$ cat config.mk
export PLATFORM = sky130hd
export DESIGN_NAME = vram_port
export DESIGN_NICKNAME = d
export VERILOG_FILES = /design/src/rtl/vport_pkg.sv /design/src/rtl/vport_fold.sv /design/src/rtl/vport_ctrl.sv /design/src/rtl/vport_dpath.sv /design/src/rtl/vram_port.sv
export SDC_FILE = /design/constraint.sdc
export NUM_CORES = 1
export LEC_CHECK = 0
export ABC_AREA = 1
export BUFFER_PORTS_ARGS = -buffer_cell sky130_fd_sc_hd__buf_2
export CORE_MARGIN = 2
export CORE_UTILIZATION = 34
export CTS_CLUSTER_DIAMETER = 200
export DETAILED_ROUTE_END_ITERATION = 8
export RECOVER_POWER = 25
export SYNTH_ARGS = -nofsm -noshare
export SYNTH_HDL_FRONTEND = slang
export SYNTH_SLANG_ARGS = --single-unit
$ cat constraint.sdc
create_clock -name clk -period 1.5 [get_ports clk]
set_clock_uncertainty 0.1 [all_clocks]
set_input_delay 0 -clock clk [delete_from_list [all_inputs] [get_ports clk]]
set_output_delay 0 -clock clk [all_outputs]
set_load 0.03 [all_outputs]
$ cat src/rtl/vport_pkg.sv
package vport_pkg;
  localparam int VADDR_W  = 14;
  localparam int DATA_W   = 8;
  localparam int IDX_W    = 13;
  localparam int TABLE_W  = 10;
  localparam int PAL_W    = 5;
  localparam int WIDE_STEP = 32;

  localparam logic [1:0] SEL_ADDR = 2'd0;
  localparam logic [1:0] SEL_DATA = 2'd1;
  localparam logic [1:0] SEL_STAT = 2'd2;

  typedef enum logic [1:0] {
    AREA_PAT  = 2'd0,
    AREA_NAME = 2'd1,
    AREA_PAL  = 2'd2,
    AREA_NONE = 2'd3
  } area_e;

  typedef struct packed {
    logic loadHigh;
    logic loadLow;
    logic stepAddr;
    logic issueRead;
    logic issueWrite;
    logic fillBuf;
  } strobe_t;
endpackage

$ cat src/rtl/vport_fold.sv
module vport_fold
  import vport_pkg::*;
#(
  parameter int ADDR_W = VADDR_W,
  parameter int IDXW   = IDX_W,
  parameter int TBLW   = TABLE_W,
  parameter int PALW   = PAL_W
) (
  input  logic [ADDR_W-1:0] addr,
  input  logic              mirrorVert,
  output area_e             area,
  output logic [IDXW-1:0]   index
);
  localparam int TOP_W     = 2;
  localparam int PAGE_W    = 4;
  localparam logic [PALW-1:0] BACKDROP_ALIAS = PALW'(1) << (PALW - 1);

  logic [TOP_W-1:0]  quarter;
  logic [PAGE_W-1:0] page;
  logic              physTable;
  logic [PALW-1:0]   palIdx;

  assign quarter = addr[ADDR_W-1 -: TOP_W];
  assign page    = addr[ADDR_W-TOP_W-1 -: PAGE_W];

  always_comb begin
    physTable = mirrorVert ? addr[TBLW] : addr[TBLW+1];
    palIdx    = addr[PALW-1:0];
    if (palIdx == BACKDROP_ALIAS) palIdx = '0;
  end

  always_comb begin
    area  = AREA_NONE;
    index = '0;
    unique case (quarter)
      2'b00, 2'b01: begin
        area  = AREA_PAT;
        index = addr[IDXW-1:0];
      end
      2'b10: begin
        area  = AREA_NAME;
        index = IDXW'({physTable, addr[TBLW-1:0]});
      end
      default: begin
        if (&page) begin
          area  = AREA_PAL;
          index = IDXW'(palIdx);
        end
      end
    endcase
  end
endmodule

$ cat src/rtl/vport_ctrl.sv
module vport_ctrl
  import vport_pkg::*;
(
  input  logic       clk,
  input  logic       rstN,
  input  logic       regWrite,
  input  logic       regRead,
  input  logic [1:0] regSel,
  output strobe_t    strb
);
  logic wantLow;
  logic rdStage1;
  logic rdStage2;
  logic addrWr;
  logic dataWr;
  logic dataRd;
  logic statRd;

  assign addrWr = regWrite && (regSel == SEL_ADDR);
  assign dataWr = regWrite && (regSel == SEL_DATA);
  assign dataRd = regRead  && (regSel == SEL_DATA);
  assign statRd = regRead  && (regSel == SEL_STAT);

  always_ff @(posedge clk) begin
    if (!rstN) begin
      wantLow  <= 1'b0;
      rdStage1 <= 1'b0;
      rdStage2 <= 1'b0;
    end else begin
      if (statRd)      wantLow <= 1'b0;
      else if (addrWr) wantLow <= ~wantLow;
      rdStage1 <= dataRd;
      rdStage2 <= rdStage1;
    end
  end

  always_comb begin
    strb            = '0;
    strb.loadHigh   = addrWr && !wantLow;
    strb.loadLow    = addrWr && wantLow;
    strb.issueWrite = dataWr;
    strb.issueRead  = dataRd;
    strb.stepAddr   = dataWr || dataRd;
    strb.fillBuf    = rdStage2;
  end
endmodule

$ cat src/rtl/vport_dpath.sv
module vport_dpath
  import vport_pkg::*;
#(
  parameter int ADDR_W = VADDR_W,
  parameter int DW     = DATA_W,
  parameter int IDXW   = IDX_W,
  parameter int STEP_W = WIDE_STEP
) (
  input  logic            clk,
  input  logic            rstN,
  input  strobe_t         strb,
  input  logic [DW-1:0]   wrData,
  input  logic            incBy32,
  input  logic            mirrorVert,
  input  logic            patternRo,
  input  logic [DW-1:0]   memRdata,
  output logic [DW-1:0]   rdData,
  output logic            memReq,
  output logic            memWe,
  output logic [1:0]      memArea,
  output logic [IDXW-1:0] memIndex,
  output logic [DW-1:0]   memWdata
);
  localparam int HI_W = ADDR_W - DW;

  logic [ADDR_W-1:0] curAddr;
  logic [HI_W-1:0]   hiTemp;
  logic [DW-1:0]     readBuf;
  logic [ADDR_W-1:0] stepVal;
  area_e             curArea;
  logic [IDXW-1:0]   curIndex;
  area_e             areaQ;
  logic              accessOk;
  logic              writeOk;
  logic              noneQ1;
  logic              noneQ2;

  vport_fold #(.ADDR_W(ADDR_W), .IDXW(IDXW)) folder (
    .addr      (curAddr),
    .mirrorVert(mirrorVert),
    .area      (curArea),
    .index     (curIndex)
  );

  assign stepVal  = incBy32 ? ADDR_W'(STEP_W) : ADDR_W'(1);
  assign accessOk = (curArea != AREA_NONE);
  assign writeOk  = accessOk && !((curArea == AREA_PAT) && patternRo);

  always_ff @(posedge clk) begin
    if (!rstN) begin
      curAddr  <= '0;
      hiTemp   <= '0;
      readBuf  <= '0;
      memReq   <= 1'b0;
      memWe    <= 1'b0;
      areaQ    <= AREA_PAT;
      memIndex <= '0;
      memWdata <= '0;
      noneQ1   <= 1'b0;
      noneQ2   <= 1'b0;
    end else begin
      if (strb.loadHigh) hiTemp <= wrData[HI_W-1:0];

      if (strb.loadLow)       curAddr <= {hiTemp, wrData};
      else if (strb.stepAddr) curAddr <= curAddr + stepVal;

      memReq <= 1'b0;
      memWe  <= 1'b0;
      if (strb.issueWrite) begin
        memReq   <= writeOk;
        memWe    <= writeOk;
        areaQ    <= curArea;
        memIndex <= curIndex;
        memWdata <= wrData;
      end else if (strb.issueRead) begin
        memReq   <= accessOk;
        areaQ    <= curArea;
        memIndex <= curIndex;
      end

      noneQ1 <= strb.issueRead && !accessOk;
      noneQ2 <= noneQ1;
      if (strb.fillBuf) readBuf <= noneQ2 ? '0 : memRdata;
    end
  end

  assign memArea = areaQ;
  assign rdData  = readBuf;
endmodule

$ cat src/rtl/vram_port.sv
module vram_port
  import vport_pkg::*;
(
  input  logic              clk,
  input  logic              rstN,
  input  logic              regWrite,
  input  logic              regRead,
  input  logic [1:0]        regSel,
  input  logic [DATA_W-1:0] wrData,
  input  logic              incBy32,
  input  logic              mirrorVert,
  input  logic              patternRo,
  output logic [DATA_W-1:0] rdData,
  output logic              memReq,
  output logic              memWe,
  output logic [1:0]        memArea,
  output logic [IDX_W-1:0]  memIndex,
  output logic [DATA_W-1:0] memWdata,
  input  logic [DATA_W-1:0] memRdata
);
  strobe_t strb;

  vport_ctrl ctrl (
    .clk     (clk),
    .rstN    (rstN),
    .regWrite(regWrite),
    .regRead (regRead),
    .regSel  (regSel),
    .strb    (strb)
  );

  vport_dpath dpath (
    .clk       (clk),
    .rstN      (rstN),
    .strb      (strb),
    .wrData    (wrData),
    .incBy32   (incBy32),
    .mirrorVert(mirrorVert),
    .patternRo (patternRo),
    .memRdata  (memRdata),
    .rdData    (rdData),
    .memReq    (memReq),
    .memWe     (memWe),
    .memArea   (memArea),
    .memIndex  (memIndex),
    .memWdata  (memWdata)
  );
endmodule

==> results.json, run 1 <==
{
  "drt_wl_total_um": 8028,
  "relSlewSlack": 0.7515,
  "hold_class": "input pin to flop",
  "path_max_fanout": 4,
  "vias": 2824,
  "syn_area_per_cell_um2": 7.261,
  "synth_largest_area_cell": "dfxtp_1",
  "status": "complete, no violations",
  "ys_top_cells_by_area": "dfxtp_1 (44%), nand2_1 (14%), nand3_1 (8.7%)",
  "cp-end-kind": "flop",
  "power.density_mw_per_mm2": 890.5,
  "grt_pass1_wl_um": 12900,
  "syn_to_final_growth_pct": 43.55,
  "overflow": 0,
  "cpPeakStageDelay_ns": 0.35,
  "synth_common_cells": "nand2_1 (100), dfxtp_1 (58), nand3_1 (46), a21oi_1 (44), inv_1 (34)",
  "min_from": "rstN",
  "dp_cells": 531,
  "grt_max_degree": 29,
  "fill_cells": 741,
  "routedWlPerCell_um": 13.79,
  "start_util": 0.3475,
  "synthCells": 366,
  "die_area_mm2": 0.008540,
  "worstReg2RegEnd": "dpath.curAddr[12]",
  "reg2reg_depth": 10,
  "crit_chain": "ha_4, ha_4, nand2_2, nor2_1, nand2_1, nand2_2, nand2_1, nand2_1, nand3_2, a21oi_2",
  "cpMostUsedCell": "nand2_1",
  "synth_top_area_share": 0.4369,
  "io-pin-count": 58,
  "finalHoldViolCount": 0,
  "finalNonFillerCells": 582,
  "tightest_slew_ns": 0.3744,
  "cts.sinks": 58,
  "setup_tns_ns": 0,
  "drv_slew": 0,
  "final_antenna_net_count": 0,
  "grt_usage": 0.1923,
  "grt_pass1_vias": 2743,
  "synth_edf_count": 0,
  "reg2reg_from": "dpath.curAddr[0]",
  "worst_setup_path_start_kind": "flop",
  "die_h_um": 92.41,
  "cts_tree": "done",
  "worstSkewPairLatency_ns": 0.34,
  "port_buffers": 57,
  "h-tree-depth": 3,
  "via_per_inst": 4.852,
  "yosysSeqAreaShare": 0.4369,
  "multi_input_area_mm2": 0.001425,
  "antenna_found_initial": 0,
  "reg2reg_slack_ns": 0.02,
  "place_hpwl_um": 5122,
  "yosysWarningCount": 0,
  "fp.dieW_um": 92.41,
  "p_leak_nw": 1.494,
  "yosysMostFrequentCell": "nand2_1",
  "ir_drop_uv": 332.0,
  "clockRootBuffer": "clkbuf_8",
  "clk_pin_slew_ns": 0.07,
  "cts_buffers": 9,
  "regArea_mm2": 0.001170,
  "drt-pass1-iter-count": 4,
  "period_minus_slack_ns": 1.484,
  "num_antenna_cells": 0,
  "clock_path_buffers": 2,
  "worstSetupPathType": "flop to flop",
  "core_area_mm2": 0.007647,
  "first_iter_violations": 149,
  "synth-seq-cells": 58,
  "syn_area_mm2": 0.002658,
  "cp_data_required_time_ns": 1.68,
  "hold_depth": 4,
  "fin_crit_sh": 0.9895,
  "row_count": 32,
  "async_flop_share": 0,
  "finalNetCount": 503,
  "synth_fp_nets": 394,
  "drcViolationCount": 0,
  "gp_congestion": 0.8883,
  "fmax_mhz": 673.8,
  "grt_setup_unrepaired": "true",
  "synth.distinct_cells": 34,
  "ys.flop_type": "dfxtp_1",
  "cpMaxStageDelayCell": "dfxtp_2",
  "drive_gt1_frac": 0.2583,
  "hold_end": "dpath.rdData[6]",
  "arrival_ns": 1.66,
  "setup_viol_count_final": 0,
  "maxCapViolCount": 0
}
worst max-delay path by stage:
stage / startpoint / endpoint / cells past startpoint
after floorplan: dpath.curAddr[0] / dpath.curAddr[10] / 7
after global placement: dpath.curAddr[0] / dpath.curAddr[10] / 8
after detailed placement: dpath.curAddr[0] / dpath.curAddr[10] / 8
after CTS: dpath.curAddr[5] / dpath.curAddr[11] / 9
after global routing: dpath.curAddr[0] / dpath.curAddr[12] / 10
final: dpath.curAddr[0] / dpath.curAddr[12] / 10
cells by family (layout without fill, tap and decap cells):
group / after synthesis / count (layout) / share of synthesized area
XOR/XNOR: 1 / 1 / 0.003296
buffers and inverters: 51 / 165 / 0.08710
flip-flops: 58 / 58 / 0.4369
adder cells (fa/ha/maj): 3 / 3 / 0.01413
AO/OA/AOI/OAI: 76 / 76 / 0.1596
AND/OR/NAND/NOR: 177 / 177 / 0.2990
sequential cells by signal, indices dropped and copies added (netlist names):
signal and count:
dpath.memReq 1, dpath.memWe 1, dpath.hiTemp 6, dpath.memIndex 13
ctrl.rdStage1 1, dpath.curAddr 14, dpath.memWdata 8, dpath.memArea 2
dpath.noneQ2 1, dpath.noneQ1 1, ctrl.wantLow 1, ctrl.rdStage2 1
dpath.rdData 8
critical path, delay by kind of cell (launching register included):
| kind | cells | cell delay, ns |
|---|---|---|
| simple gates | 7 | 0.54 |
| flops | 1 | 0.35 |
| fa+ha+maj | 2 | 0.31 |
| compound gates | 1 | 0.13 |
metal layers:
layer / share of wire / vias up / track usage
li1: - / 1423 / -
met4: 0.026 / 0 / 0.1020
met1: 0.43 / 1308 / 0.2395
met2: 0.50 / 77 / 0.3181
met3: 0.042 / 16 / 0.03173
met5: 0 / - / 0
per-stage QoR:
stage          utilization  area [um2]  hold slack, ns  power [mW]  setup WS [ns]
3_5_place_dp        0.4094        3131          0.1763       1.976       -0.07895
5_1_grt             0.4989        3815         0.04786       3.526       -0.05848
4_1_cts             0.4815        3682         0.01329       3.394        0.01583
2_1_floorplan            -        2658         0.06000       1.853        0.03708
6_report            0.4989        3815         0.02863       3.397        0.01579
3_3_place_gp        0.4094        3131          0.1715       1.971       -0.02293
cell usage in the layout (no fill, tap or decap), drive strengths merged, types with 2 or more instances in the layout:
cell type and count:
nor3 7, a31oi 3, buf 62, nand2 102
o21ai 22, inv 37, o21bai 2, nor2 19
clkinv 2, dfxtp 58, a21oi 45, o211ai 3
nand3 48, clkbuf 31, clkinvlp 2, ha 3
dlygate4sd3 31
cell type report:
class	instances	share of cell area
multi-input combinational	257	0.3736
sequential	58	0.3067
timing repair buffer	112	0.1988
clock buffer	12	0.04329
inverter	37	0.03772
tap	102	0.03345
clock inverter	4	0.006560
what timing repair did:
item | CTS | global route
resized for setup | 11 | 33
endpoints found under the hold margin | 39 | 0
pin swaps | 2 | 12
buffers inserted | 0 | 4
endpoints found under the setup margin | 8 | 20
hold buffers | 31 | 0
power breakdown:
part           switching [mW]  leakage (nW)  internal (mW)
Sequential             0.0263         0.474           1.59
Clock                   0.636        0.0944          0.728
Combinational           0.253         0.926          0.168
Total                   0.916          1.49           2.48
No activity file was read; power rests on OpenSTA's default activity.
==> run 2: changes to the inputs <==
--- a/config.mk
+++ b/config.mk
@@ -14,4 +14,5 @@
 export RECOVER_POWER = 25
 export SYNTH_ARGS = -nofsm -noshare
 export SYNTH_HDL_FRONTEND = slang
+export SYNTH_HIERARCHICAL = 1
 export SYNTH_SLANG_ARGS = --single-unit
==> run 2 against run 1 <==
  * Global-route usage is 2.1 points lower
  * Total power rose by 12%
  * Sequential power is essentially flat
  * Clock power increased by 25%
  * Synthesized cell count grew 6.8%
  * Cell count increased by 2.6%
  * Non-clock buffer count fell by 8
==> results.json, run 2 <==
{
  "io-pin-count": 58,
  "worstSetupPathType": "flop to flop",
  "yosysWarningCount": 6,
  "worst_setup_path_start_kind": "flop",
  "drv_slew": 0,
  "grt_usage": 0.1709,
  "syn_to_final_growth_pct": 37.85,
  "final_antenna_net_count": 0,
  "finalPower_mw": 3.800,
  "antenna_found_initial": 0,
  "arrival_ns": 1.57,
  "largestRegisters": "dpath/curAddr (14), dpath/memIndex (13)",
  "finalHoldViolCount": 0,
  "power_switching_mw": 0.9490,
  "core_area_mm2": 0.007767,
  "synth_edf_count": 0,
  "p_leak_nw": 1.638,
  "status": "complete, no violations",
  "grt_pass1_wl_um": 11630,
  "grt_max_degree": 40,
  "finalNetCount": 518,
  "gp_congestion": 0.8764,
  "num_antenna_cells": 0,
  "tightest_slew_ns": 0.6407,
  "place_hpwl_um": 5063,
  "largest_reg_flops": 14,
  "synth_common_cells": "nor2_1 (87), nand2_1 (61), dfxtp_1 (58), inv_1 (41), o21ai_0 (33)",
  "relSlewSlack": 0.5729,
  "p_seq_frac": 0.431,
  "period_minus_slack_ns": 1.437,
  "fmax_mhz": 695.9,
  "clockRootBuffer": "clkbuf_8",
  "grt_setup_unrepaired": "true",
  "cts_tree": "done",
  "synth_top_area_share": 0.4247,
  "die_h_um": 93.67,
  "clk_pin_slew_ns": 0.07,
  "syn_area_mm2": 0.002734,
  "setup_viol_count_final": 0,
  "start_util": 0.3520,
  "drt_wl_total_um": 7118,
  "synth-seq-cells": 58,
  "yosysMostFrequentCell": "nor2_1",
  "routedWlPerCell_um": 11.92,
  "p_int_mw": 2.851,
  "p_comb_frac": 0.122,
  "pwr-share-clk": 0.448,
  "regMostFlops": "dpath/curAddr",
  "ys_top_cells_by_area": "dfxtp_1 (42%), nor2_1 (12%), nand2_1 (8.4%)",
  "synth_largest_area_cell": "dfxtp_1",
  "drive_gt1_frac": 0.2182,
  "yosysSeqAreaShare": 0.4247,
  "layout_commonest_cell": "nor2_1",
  "swShare": 0.2497,
  "fp.dieW_um": 93.67,
  "cts_buffers": 9,
  "h-tree-depth": 3,
  "vias": 2765,
  "reg2reg_slack_ns": 0.06,
  "worstSkewPairLatency_ns": 0.34,
  "hold_ws_ns": 0.05328,
  "synthCells": 391,
  "hold_class": "input pin to flop",
  "clock_path_buffers": 2,
  "cp_data_required_time_ns": 1.64,
  "synth_fp_nets": 419,
  "via_per_inst": 4.631,
  "grt_pass1_vias": 2493,
  "port_buffers": 57,
  "async_flop_share": 0,
  "ys.flop_type": "dfxtp_1",
  "drcViolationCount": 0,
  "power.density_mw_per_mm2": 1008,
  "die_area_mm2": 0.008774,
  "maxCapViolCount": 0,
  "row_count": 32,
  "path_max_fanout": 6,
  "synth.distinct_cells": 32,
  "fin_crit_sh": 0.9580,
  "drt-pass1-iter-count": 4,
  "syn_area_per_cell_um2": 6.992,
  "cp-end-kind": "flop",
  "first_iter_violations": 170,
  "overflow": 0,
  "ir_drop_uv": 446.0,
  "mostFrequentLayoutCells": "nor2_1 (86), nand2_1 (60), dfxtp_1 (56)",
  "cts.sinks": 58
}
[run 2: changes by cell type after synthesis, moves of 8 or more]
| cell | change |
|---|---|
| a21oi_1 | -27 |
| nand2_1 | -39 |
| nand2_2 | +8 |
| nand3_1 | -15 |
| nor2_1 | +72 |
| o21ai_0 | +15 |
[run 2: cell type report]
class,instances,area (um2)
well taps,102,127.6
clock buffers,12,165.2
multi-input cells,273,1393
repair buffers,104,681.9
fillers,837,3999
inverters,44,165.2
clock inverters,4,72.57
flip-flops and latches,58,1164
[run 2: power groups by stage]
| stage | clock (mW) | sequential (mW) | combinational, mW |
|---|---|---|---|
| floorplan | 0 | 1.75 | 0.177 |
| global placement | 0 | 1.67 | 0.411 |
| detailed placement | 0 | 1.67 | 0.414 |
| CTS | 1.74 | 1.63 | 0.466 |
| global route | 1.84 | 1.64 | 0.513 |
| finish | 1.70 | 1.64 | 0.462 |
[run 2: path summary, 6_finish.rpt]
check	endpoint	cells after the start	from
max	dpath/curAddr[9]	10	dpath/curAddr[5]
min reg2reg	ctrl/rdStage2	2	ctrl/rdStage1
max reg2reg	dpath/curAddr[9]	10	dpath/curAddr[5]
min	dpath/noneQ1	6	regSel[1]
[run 2: repair_timing]
action / 4_1_cts / 5_1_grt
pin swaps: 0 / 1
setup endpoints to repair: 2 / 12
endpoints found under the hold margin: 34 / 0
hold buffers: 24 / 0
gates resized for setup: 1 / 17
buffers inserted: 0 / 1
[run 2: metrics by stage]
stage          setup TNS (ns)    util  worst slack (ns)  std cells  cell area, um2
4_1_cts             -0.002873  0.4792         -0.002873        596            3722
2_1_floorplan               0       -           0.07901        391            2734
3_3_place_gp                0  0.4161           0.03329        556            3232
5_1_grt              -0.04097  0.4852          -0.02528        597            3769
3_5_place_dp         -0.03035  0.4161          -0.03035        556            3232
6_report                    0  0.4852           0.06301        597            3769
[run 2: critical path, cell delays in order (launching register included)]
cell and delay, ns:
dfxtp_2 0.34, ha_4 0.29, nand2_2 0.07, nor2_4 0.11
nand2_2 0.08, nand2_4 0.09, nand3_1 0.07, nand2_1 0.06
nand3_1 0.06, nand2_1 0.06, inv_1 0.03
[run 2: kinds of logic (layout without fill, tap and decap cells)]
logic type / count (synthesis) / in the layout / share of synthesized area
buffers and inverters: 60 / 164 / 0.09428
XOR/XNOR: 3 / 3 / 0.009613
flip-flops: 58 / 58 / 0.4247
adder cells (fa/ha/maj): 3 / 3 / 0.01373
AO/OA/AOI/OAI: 63 / 63 / 0.1286
AND/OR/NAND/NOR: 204 / 204 / 0.3291
[run 2: routing by layer]
metal	global-route usage	share of wire	vias up	wire, um
li1	-	-	1444	-
met1	0.2246	0.48	1240	3417
met2	0.2698	0.45	71	3212
met3	0.03852	0.050	10	358
met4	0.07367	0.018	0	129
met5	0	0	-	0
